[config.mk]
export PLATFORM = sky130hd
export DESIGN_NAME = dma_residue_calc
export DESIGN_NICKNAME = d
export VERILOG_FILES = /design/src/rtl/dma_residue_pkg.sv /design/src/rtl/dma_residue_bufsel.sv /design/src/rtl/dma_residue_segeval.sv /design/src/rtl/dma_residue_segmux.sv /design/src/rtl/dma_residue_calc.sv
export SDC_FILE = /design/constraint.sdc
export NUM_CORES = 1
export LEC_CHECK = 0
export ABC_CLOCK_PERIOD_IN_PS = 19500
export BUFFER_PORTS_ARGS = -buffer_cell sky130_fd_sc_hd__buf_2
export CELL_PAD_IN_SITES_DETAIL_PLACEMENT = 0
export CELL_PAD_IN_SITES_GLOBAL_PLACEMENT = 2
export CORE_MARGIN = 2
export CORE_UTILIZATION = 29
export DETAILED_ROUTE_END_ITERATION = 8
export HOLD_SLACK_MARGIN = 0.02
export PLACE_DENSITY = 0.88
export SLEW_MARGIN = 20
export SYNTH_ARGS = -nofsm -noshare
export SYNTH_HDL_FRONTEND = slang
export SYNTH_SLANG_ARGS = --single-unit
[constraint.sdc]
create_clock -name clk -period 19.5 [get_ports clk]
set_input_delay 3.9 -clock clk [delete_from_list [all_inputs] [get_ports clk]]
set_output_delay 3.9 -clock clk [all_outputs]
set_load 0.01 [all_outputs]
[src/rtl/dma_residue_pkg.sv]
package dma_residue_pkg;
    localparam int unsigned DEF_ADDR_W = 32;
    localparam int unsigned DEF_LEN_W  = 13;
    localparam int unsigned DEF_NSEG   = 8;

    typedef enum logic {
        BUF_A = 1'b0,
        BUF_B = 1'b1
    } buf_sel_e;
endpackage

[src/rtl/dma_residue_bufsel.sv]
module dma_residue_bufsel
    import dma_residue_pkg::*;
#(
    parameter int unsigned ADDR_W = DEF_ADDR_W
) (
    input  logic              in_use,
    input  logic              armed_a,
    input  logic              armed_b,
    input  logic [ADDR_W-1:0] addr_a,
    input  logic [ADDR_W-1:0] addr_b,
    output buf_sel_e          which,
    output logic [ADDR_W-1:0] addr_sel
);
    // A is advancing if it is armed and no buffer is in use,
    // or if a buffer is in use while B is not armed.
    always_comb begin
        if ((armed_a && !in_use) || (in_use && !armed_b)) begin
            which = BUF_A;
        end else begin
            which = BUF_B;
        end
        addr_sel = (which == BUF_A) ? addr_a : addr_b;
    end
endmodule

[src/rtl/dma_residue_segeval.sv]
module dma_residue_segeval #(
    parameter int unsigned ADDR_W = 32,
    parameter int unsigned LEN_W  = 13
) (
    input  logic [ADDR_W-1:0] addr,
    input  logic [ADDR_W-1:0] base,
    input  logic [LEN_W-1:0]  len,
    output logic              hit,
    output logic [LEN_W-1:0]  remain
);
    logic [ADDR_W:0]   limit_x;
    logic [ADDR_W-1:0] offset;

    always_comb begin
        // One extra bit keeps base+len from wrapping at the top of the map.
        limit_x = {1'b0, base} + {{(ADDR_W + 1 - LEN_W){1'b0}}, len};
        hit     = (addr >= base) && ({1'b0, addr} < limit_x);
        offset  = addr - base;
        remain  = len - offset[LEN_W-1:0];
    end
endmodule

[src/rtl/dma_residue_segmux.sv]
module dma_residue_segmux #(
    parameter int unsigned ADDR_W = 32,
    parameter int unsigned LEN_W  = 13,
    parameter int unsigned NSEG   = 8,
    localparam int unsigned CNT_W = $clog2(NSEG + 1)
) (
    input  logic [NSEG*ADDR_W-1:0] seg_base,
    input  logic [NSEG*LEN_W-1:0]  seg_len,
    input  logic [CNT_W-1:0]       idx,
    output logic [ADDR_W-1:0]      base_o,
    output logic [LEN_W-1:0]       len_o
);
    logic [ADDR_W-1:0] base_arr [NSEG];
    logic [LEN_W-1:0]  len_arr  [NSEG];

    for (genvar g = 0; g < NSEG; g++) begin : g_unpack
        assign base_arr[g] = seg_base[g*ADDR_W +: ADDR_W];
        assign len_arr[g]  = seg_len[g*LEN_W +: LEN_W];
    end

    always_comb begin
        base_o = '0;
        len_o  = '0;
        for (int i = 0; i < NSEG; i++) begin
            if (idx == CNT_W'(i)) begin
                base_o = base_arr[i];
                len_o  = len_arr[i];
            end
        end
    end
endmodule

[src/rtl/dma_residue_calc.sv]
module dma_residue_calc
    import dma_residue_pkg::*;
#(
    parameter int unsigned ADDR_W = DEF_ADDR_W,
    parameter int unsigned LEN_W  = DEF_LEN_W,
    parameter int unsigned NSEG   = DEF_NSEG,
    localparam int unsigned CNT_W = $clog2(NSEG + 1),
    localparam int unsigned RES_W = LEN_W + CNT_W
) (
    input  logic                   clk,
    input  logic                   rst_n,
    input  logic                   start,
    input  logic                   in_use,
    input  logic                   armed_a,
    input  logic                   armed_b,
    input  logic [ADDR_W-1:0]      addr_a,
    input  logic [ADDR_W-1:0]      addr_b,
    input  logic [NSEG*ADDR_W-1:0] seg_base,
    input  logic [NSEG*LEN_W-1:0]  seg_len,
    input  logic [CNT_W-1:0]       seg_count,
    output logic [RES_W-1:0]       residue,
    output logic                   done
);
    typedef struct packed {
        logic              busy;
        logic              found;
        logic [CNT_W-1:0]  idx;
        logic [CNT_W-1:0]  limit;
        logic [ADDR_W-1:0] cur_addr;
        logic [RES_W-1:0]  acc;
        logic [RES_W-1:0]  residue;
        logic              done;
    } state_t;

    state_t state_d, state_q;

    buf_sel_e          which;
    logic [ADDR_W-1:0] addr_sel;
    logic [ADDR_W-1:0] cur_base;
    logic [LEN_W-1:0]  cur_len;
    logic              cur_hit;
    logic [LEN_W-1:0]  cur_remain;
    logic              scan_busy;

    dma_residue_bufsel #(.ADDR_W(ADDR_W)) u_bufsel (
        .in_use   (in_use),
        .armed_a  (armed_a),
        .armed_b  (armed_b),
        .addr_a   (addr_a),
        .addr_b   (addr_b),
        .which    (which),
        .addr_sel (addr_sel)
    );

    dma_residue_segmux #(.ADDR_W(ADDR_W), .LEN_W(LEN_W), .NSEG(NSEG)) u_segmux (
        .seg_base (seg_base),
        .seg_len  (seg_len),
        .idx      (state_q.idx),
        .base_o   (cur_base),
        .len_o    (cur_len)
    );

    dma_residue_segeval #(.ADDR_W(ADDR_W), .LEN_W(LEN_W)) u_segeval (
        .addr   (state_q.cur_addr),
        .base   (cur_base),
        .len    (cur_len),
        .hit    (cur_hit),
        .remain (cur_remain)
    );

    always_comb begin
        state_d      = state_q;
        state_d.done = 1'b0;
        if (!state_q.busy) begin
            if (start) begin
                state_d.busy     = 1'b1;
                state_d.found    = 1'b0;
                state_d.idx      = '0;
                state_d.acc      = '0;
                state_d.cur_addr = addr_sel;
                state_d.limit    = (seg_count > CNT_W'(NSEG)) ? CNT_W'(NSEG) : seg_count;
            end
        end else if (state_q.idx == state_q.limit) begin
            state_d.busy    = 1'b0;
            state_d.done    = 1'b1;
            state_d.residue = state_q.acc;
        end else begin
            if (state_q.found) begin
                state_d.acc = state_q.acc + RES_W'(cur_len);
            end else if (cur_hit) begin
                state_d.acc   = state_q.acc + RES_W'(cur_remain);
                state_d.found = 1'b1;
            end
            state_d.idx = state_q.idx + 1'b1;
        end
    end

    always_ff @(posedge clk or negedge rst_n) begin
        if (!rst_n) begin
            state_q <= '0;
        end else begin
            state_q <= state_d;
        end
    end

    assign residue   = state_q.residue;
    assign done      = state_q.done;
    assign scan_busy = state_q.busy;

    logic unused_which;
    assign unused_which = (which == BUF_B);
endmodule

-- After elaboration in Yosys (flattened, before gate mapping)
Cells that the tools add are included.
- $add $sub $neg: 6
- $mul: 0
- divide/modulo/power cells: 0
- order comparisons: 3
- equal/unequal tests: 10
- shift-type cells: 0
- multiplexer cells: 30
- bitwise gates (word level): 1
- reductions and logical operators: 12
- operator list (operator ; number):
    $mux 32 ; 9
    $mux 13 ; 8
    $mux 17 ; 4
    $mux 59 ; 1
    $add 17x13->17 ; 2
    $add 32x13->33 ; 1
    $lt 32x33->1 ; 1
    $ge 32x32->1 ; 1
    $sub 13x13->13 ; 2
    $eq 4x3->1 const B ; 4
    $eq 4x2->1 const B ; 2
    $mux 6 ; 1
    $reduce_and 2->1 ; 3
    $mux 1 ; 5
    $mux 5 ; 1
    $add 4x1->4 const B ; 1
    $eq 4x1->1 const B ; 1
    $eq 4x4->1 ; 1
    $gt 4x4->1 const B ; 1
    $logic_not 4->1 ; 1
    $mux 4 ; 1
    $logic_and 1x1->1 ; 3
    $ne 3x2->1 const B ; 1
    $reduce_and 3->1 ; 1
    other kinds (5) ; 6
- bits in registers: 77
- bits in latches: 0
- bits in writable memories: 0
- bits in read-only memories: 0
- input bits: 434
- output and inout bits: 18
- logic and storage cells: 70
- memories kept: 0

-- Depth between registers and ports, before layout
- depth in word-level cells: 16
- depth in mapped cells: 38
- gate-level depth less buffers: 34

-- Hierarchy
A second synthesis with hierarchy kept.
- cell total of the unflattened synthesis: 1330
- area total of the unflattened synthesis: 11279.6 sq um
- modules (own cells, without submodules) (module ; times used ; cells each ; area each (sq um)):
    dma_residue_calc ; 1 ; 413 ; 4100.2
    dma_residue_segeval ; 1 ; 439 ; 3427.0
    dma_residue_segmux ; 1 ; 441 ; 3345.7
    dma_residue_bufsel ; 1 ; 37 ; 406.6

-- Worst setup path after synthesis
No wires, ideal clock.
- path kind: input to register
- start point: in seg_base[32]
- end point: reg state_q[33] (netlist name)
- setup time: 0.132 ns
- arrival time: 8.777 ns
- setup slack: 10.591 ns
- stages: 30
- path buffers: 0
- cells stage by stage: a221o_1 > o211ai_1 > nand3_1 > o21ai_0 > nand2_1 > o21ai_0 > nand2_1 > o21a_1 > ha_1 > inv_1 > fa_1 > nor2b_1 > o31ai_1 > a21o_1 > a21oi_1 > o41ai_1 > nor2_4 > nand2_1 > nor2_1 > xor2_1 > ha_1 > a21o_1 > a21o_1 > a221oi_1 > o21ai_0 > a31oi_1 > a21oi_1 > a21oi_4 > a21oi_1 > or3b_1
- longest elaborated chain between the ends: 14
- elaborated cells on any way between the ends: 20
- those cells by class: 4 x add/sub; 2 x order compare; 1 x eq/ne; 11 x mux; 2 x reduce/logical
- RTL lines (element ; RTL line ; RTL):
    from (decl) ; dma_residue_calc.sv:18 ; input logic [NSEG*ADDR_W-1:0] seg_base,
    $mux 32 * (7 in series) ; dma_residue_segmux.sv:25 ; if (idx == CNT_W'(i)) begin
    $sub 13x13->13 ; dma_residue_segeval.sv:18 ; offset = addr - base;
    $sub 13x13->13 ; dma_residue_segeval.sv:19 ; remain = len - offset[LEN_W-1:0];
    $add 17x13->17 ; dma_residue_calc.sv:91 ; state_d.acc = state_q.acc + RES_W'(cur_remain);
    $mux 17 ; dma_residue_calc.sv:90 ; end else if (cur_hit) begin
    $mux 17 ; dma_residue_calc.sv:88 ; if (state_q.found) begin
    $mux 17 ; dma_residue_calc.sv:83 ; end else if (state_q.idx == state_q.limit) begin
    $mux 17 ; dma_residue_calc.sv:74 ; if (!state_q.busy) begin
    to (signal assigned) ; dma_residue_calc.sv:102 ; state_q <= state_d;
    to (decl) ; dma_residue_calc.sv:35 ; state_t state_d, state_q;
Every way passes the cells marked *; elsewhere a longest branch is shown, timed or not. The select of a mux whose other input is x is not followed.
A chain may end at the register's enable or synchronous reset.

-- Worst setup path in the final report
- start point: in seg_len[14]
- end point: reg state_q[33] (netlist name)
- longest elaborated chain between the ends: 13
- elaborated cells on any way between the ends: 19
- those cells by class: 4 x add/sub; 1 x order compare; 1 x eq/ne; 11 x mux; 2 x reduce/logical
- RTL lines (element ; RTL line ; RTL):
    from (decl) ; dma_residue_calc.sv:19 ; input logic [NSEG*LEN_W-1:0] seg_len,
    $mux 13 * (7 in series) ; dma_residue_segmux.sv:25 ;
    branches (longest 6 deep; another with $add 32x13->33) ; -- ;
Mark *: on every way between the ends. The select of a mux whose other input is x is not followed.

==> results.ini <==
[status]
status=complete, no violations

[clocking]
cts_buffer_depth=2
cts_max_level=3
cts_hold_buf=0
clock_latency_ns=0.35
cts.sinks=77
cts_tree=done
clk_pin_slew_ns=0.06
cts-root-buf=clkbuf_16
cts_inserted_buffers=9
cts_resized=0
post-cts-setup-buffers=0

[timing]
tightest_slew_ns=0.936
period_share_pct=50.1
max_freq_mhz=102
hold_viol=0
setup_viol=0
finalMaxSlewViolations=0
rsz0062_at_grt=false
clock_skew_ns=0.00804
hold_slack_ns=0.498
min_period_ns=9.77
tns_ns=0
slew_headroom_pct=37.4

[cells_and_area]
fillers=3803
final_common_cell=buf_2
syn2layout_area_growth_pct=27.3
multi_input_area_sq_mm=0.00781
drive_gt1_share_pct=32.3
mostFrequentLayoutCells=450 x buf_2, 157 x nand2_1, 146 x o21ai_0
fin_nets=2250
final-seq-area_sq_mm=0.00193

[detailed_routing]
dr_total_vias=11600
avgRoutedWirePerCell_microns=21.7
drt-pass1-iter-count=7
drtIter0Drc=653
route.met3.wl_mm=2.07
totalWireLength_mm=47.0
highest_layer=met4
dr_wl_met2_mm=21.7
drc=0
via_per_inst=5.37
wl_met1_mm=22.2
drtAntennaViolNets=0

[worst_setup_path]
endpoint_kind=flip-flop
crit_path_max_incr_delay_ns=0.82
cp.buffers_inverters=1
cp_common_cell=a21oi_1
crit_arrival_ns=9.99
cp_top_family=compound AO/OA/AOI/OAI gates
cp.required_ns=19.72
start_kind=input port
crit_type=input port to flip-flop
critPathSlowestCell=nor4_1
crit_fanout=9

[grt]
grt_max_degree=64
grt.overflow.total=0
grtUsageTotal_pct=24.2
grt_pass1_wl_mm=70.2
antenna_found_initial=3
grt_pass1_vias=11300

[synth]
ys_types=82
syn-num-nets=1866
synth.top_cell.area_share_pct=18.6
syn_area_per_cell_sq_um=7.91
synthTopCellsByArea=dfrtp_1 19%, ha_1 13%, o21ai_0 7.0%, nand2_1 5.7%, a21oi_1 3.8%
ys_warn_count=0
synth-seq-cells=77
async_flop_share_pct=100
synth_top_area_cell=dfrtp_1
syn_area_sq_mm=0.0104
ys_seq_area_share_pct=18.6
synth_edf_count=0
syn-instance-count=1312
synthFlopType=dfrtp_1

[job]
cap_violations=0

[floorplan]
ios=452
chipHeight_microns=193
start_util_pct=29.3
std_cell_rows=69
dieArea_sq_mm=0.0373
die_x_microns=193
core_region_area_sq_mm=0.0354

[placed_design]
hpwl_mm=38.7
port_buffers=451
place.gp.congestion=0.962

[min_path]
min_path_type=flip-flop to flip-flop

## worst reg2reg max path, delay by kind of cell (launching register included)
| family | cells | cell delay [ns] |
|---|---|---|
| compound gates | 17 | 3.22 |
| simple gates | 9 | 2.33 |
| buf+inv | 4 | 1.44 |
| fa+ha+maj | 3 | 0.60 |
| flops | 1 | 0.46 |
| xor+xnor | 1 | 0.17 |
## area by class of cell
class,instances,area share [%]
diodes,4,0.0757
clock buffers,11,1.91
clock inverters,5,0.445
inverters,39,1.11
multi-input cells,1095,59.1
flip-flops and latches,77,14.6
well taps,461,4.36
repair buffers,474,18.4
## cells by family (layout without fill, tap and decap cells)
kind of cell             count (synthesis)  in the layout  synth area share (%)
AO/OA/AOI/OAI                          485            485                  31.2
flip-flops                              77             77                  18.6
XOR/XNOR                                58             58                  4.89
other                                    0              4                     0
multiplexers                            61             61                  6.22
adder cells (fa/ha/maj)                120            120                  15.5
buffers and inverters                  140            529                  6.54
AND/OR/NAND/NOR                        371            371                  17.2
## sequential cells by signal, summed over array words and instances (netlist names)
signal,count
scan_busy,1
residue,17
state_q,58
done,1
## through the flow
step	cell area [sq um]	utilization (%)	worst slack, ns	instances
6_report	13200	37.3	9.73	2166
5_1_grt	13200	37.3	9.11	2165
4_1_cts	13200	37.3	9.79	2162
3_5_place_dp	12900	36.4	9.44	2146
3_3_place_gp	12900	36.4	9.41	2146
2_1_floorplan	10400	-	10.59	1312
## path summary, 6_finish.rpt
path | startpoint | cells past startpoint | end | slack, ns
max | seg_len[14] | 29 | state_q[33] | 9.73
max reg2reg | state_q[72] | 34 | state_q[33] | 11.15
min reg2reg | state_q[70] | 2 | state_q[70] | 0.50
min in group asynchronous | rst_n | 1 | residue[2] | 3.40
max in group asynchronous | rst_n | 2 | residue[16] | 15.03
min | state_q[70] | 2 | state_q[70] | 0.50
## cell usage after synthesis, types with 18 or more instances
| library cell | count |
|---|---|
| nand2_1 | 159 |
| o21ai_0 | 146 |
| ha_1 | 106 |
| a21oi_1 | 79 |
| dfrtp_1 | 77 |
| nor2_1 | 62 |
| clkbuf_1 | 50 |
| nand3_1 | 46 |
| inv_1 | 38 |
| xnor2_1 | 37 |
| a22oi_1 | 35 |
| o211ai_1 | 35 |
| mux2i_1 | 33 |
| a221o_1 | 28 |
| mux2_2 | 28 |
| buf_4 | 26 |
| a21o_1 | 23 |
| nand2b_1 | 21 |
| xor2_1 | 21 |
| o21a_1 | 19 |
| a31oi_1 | 18 |
## per-layer routing
layer	global-route usage, %	vias to the layer above
li1	-	5666
met1	34.2	5543
met2	39.6	372
met3	2.58	48
met4	5.63	0
met5	0	-
Power is not shown: default switching activity piles up to over one toggle a cycle in this logic, so the estimate is an artifact.
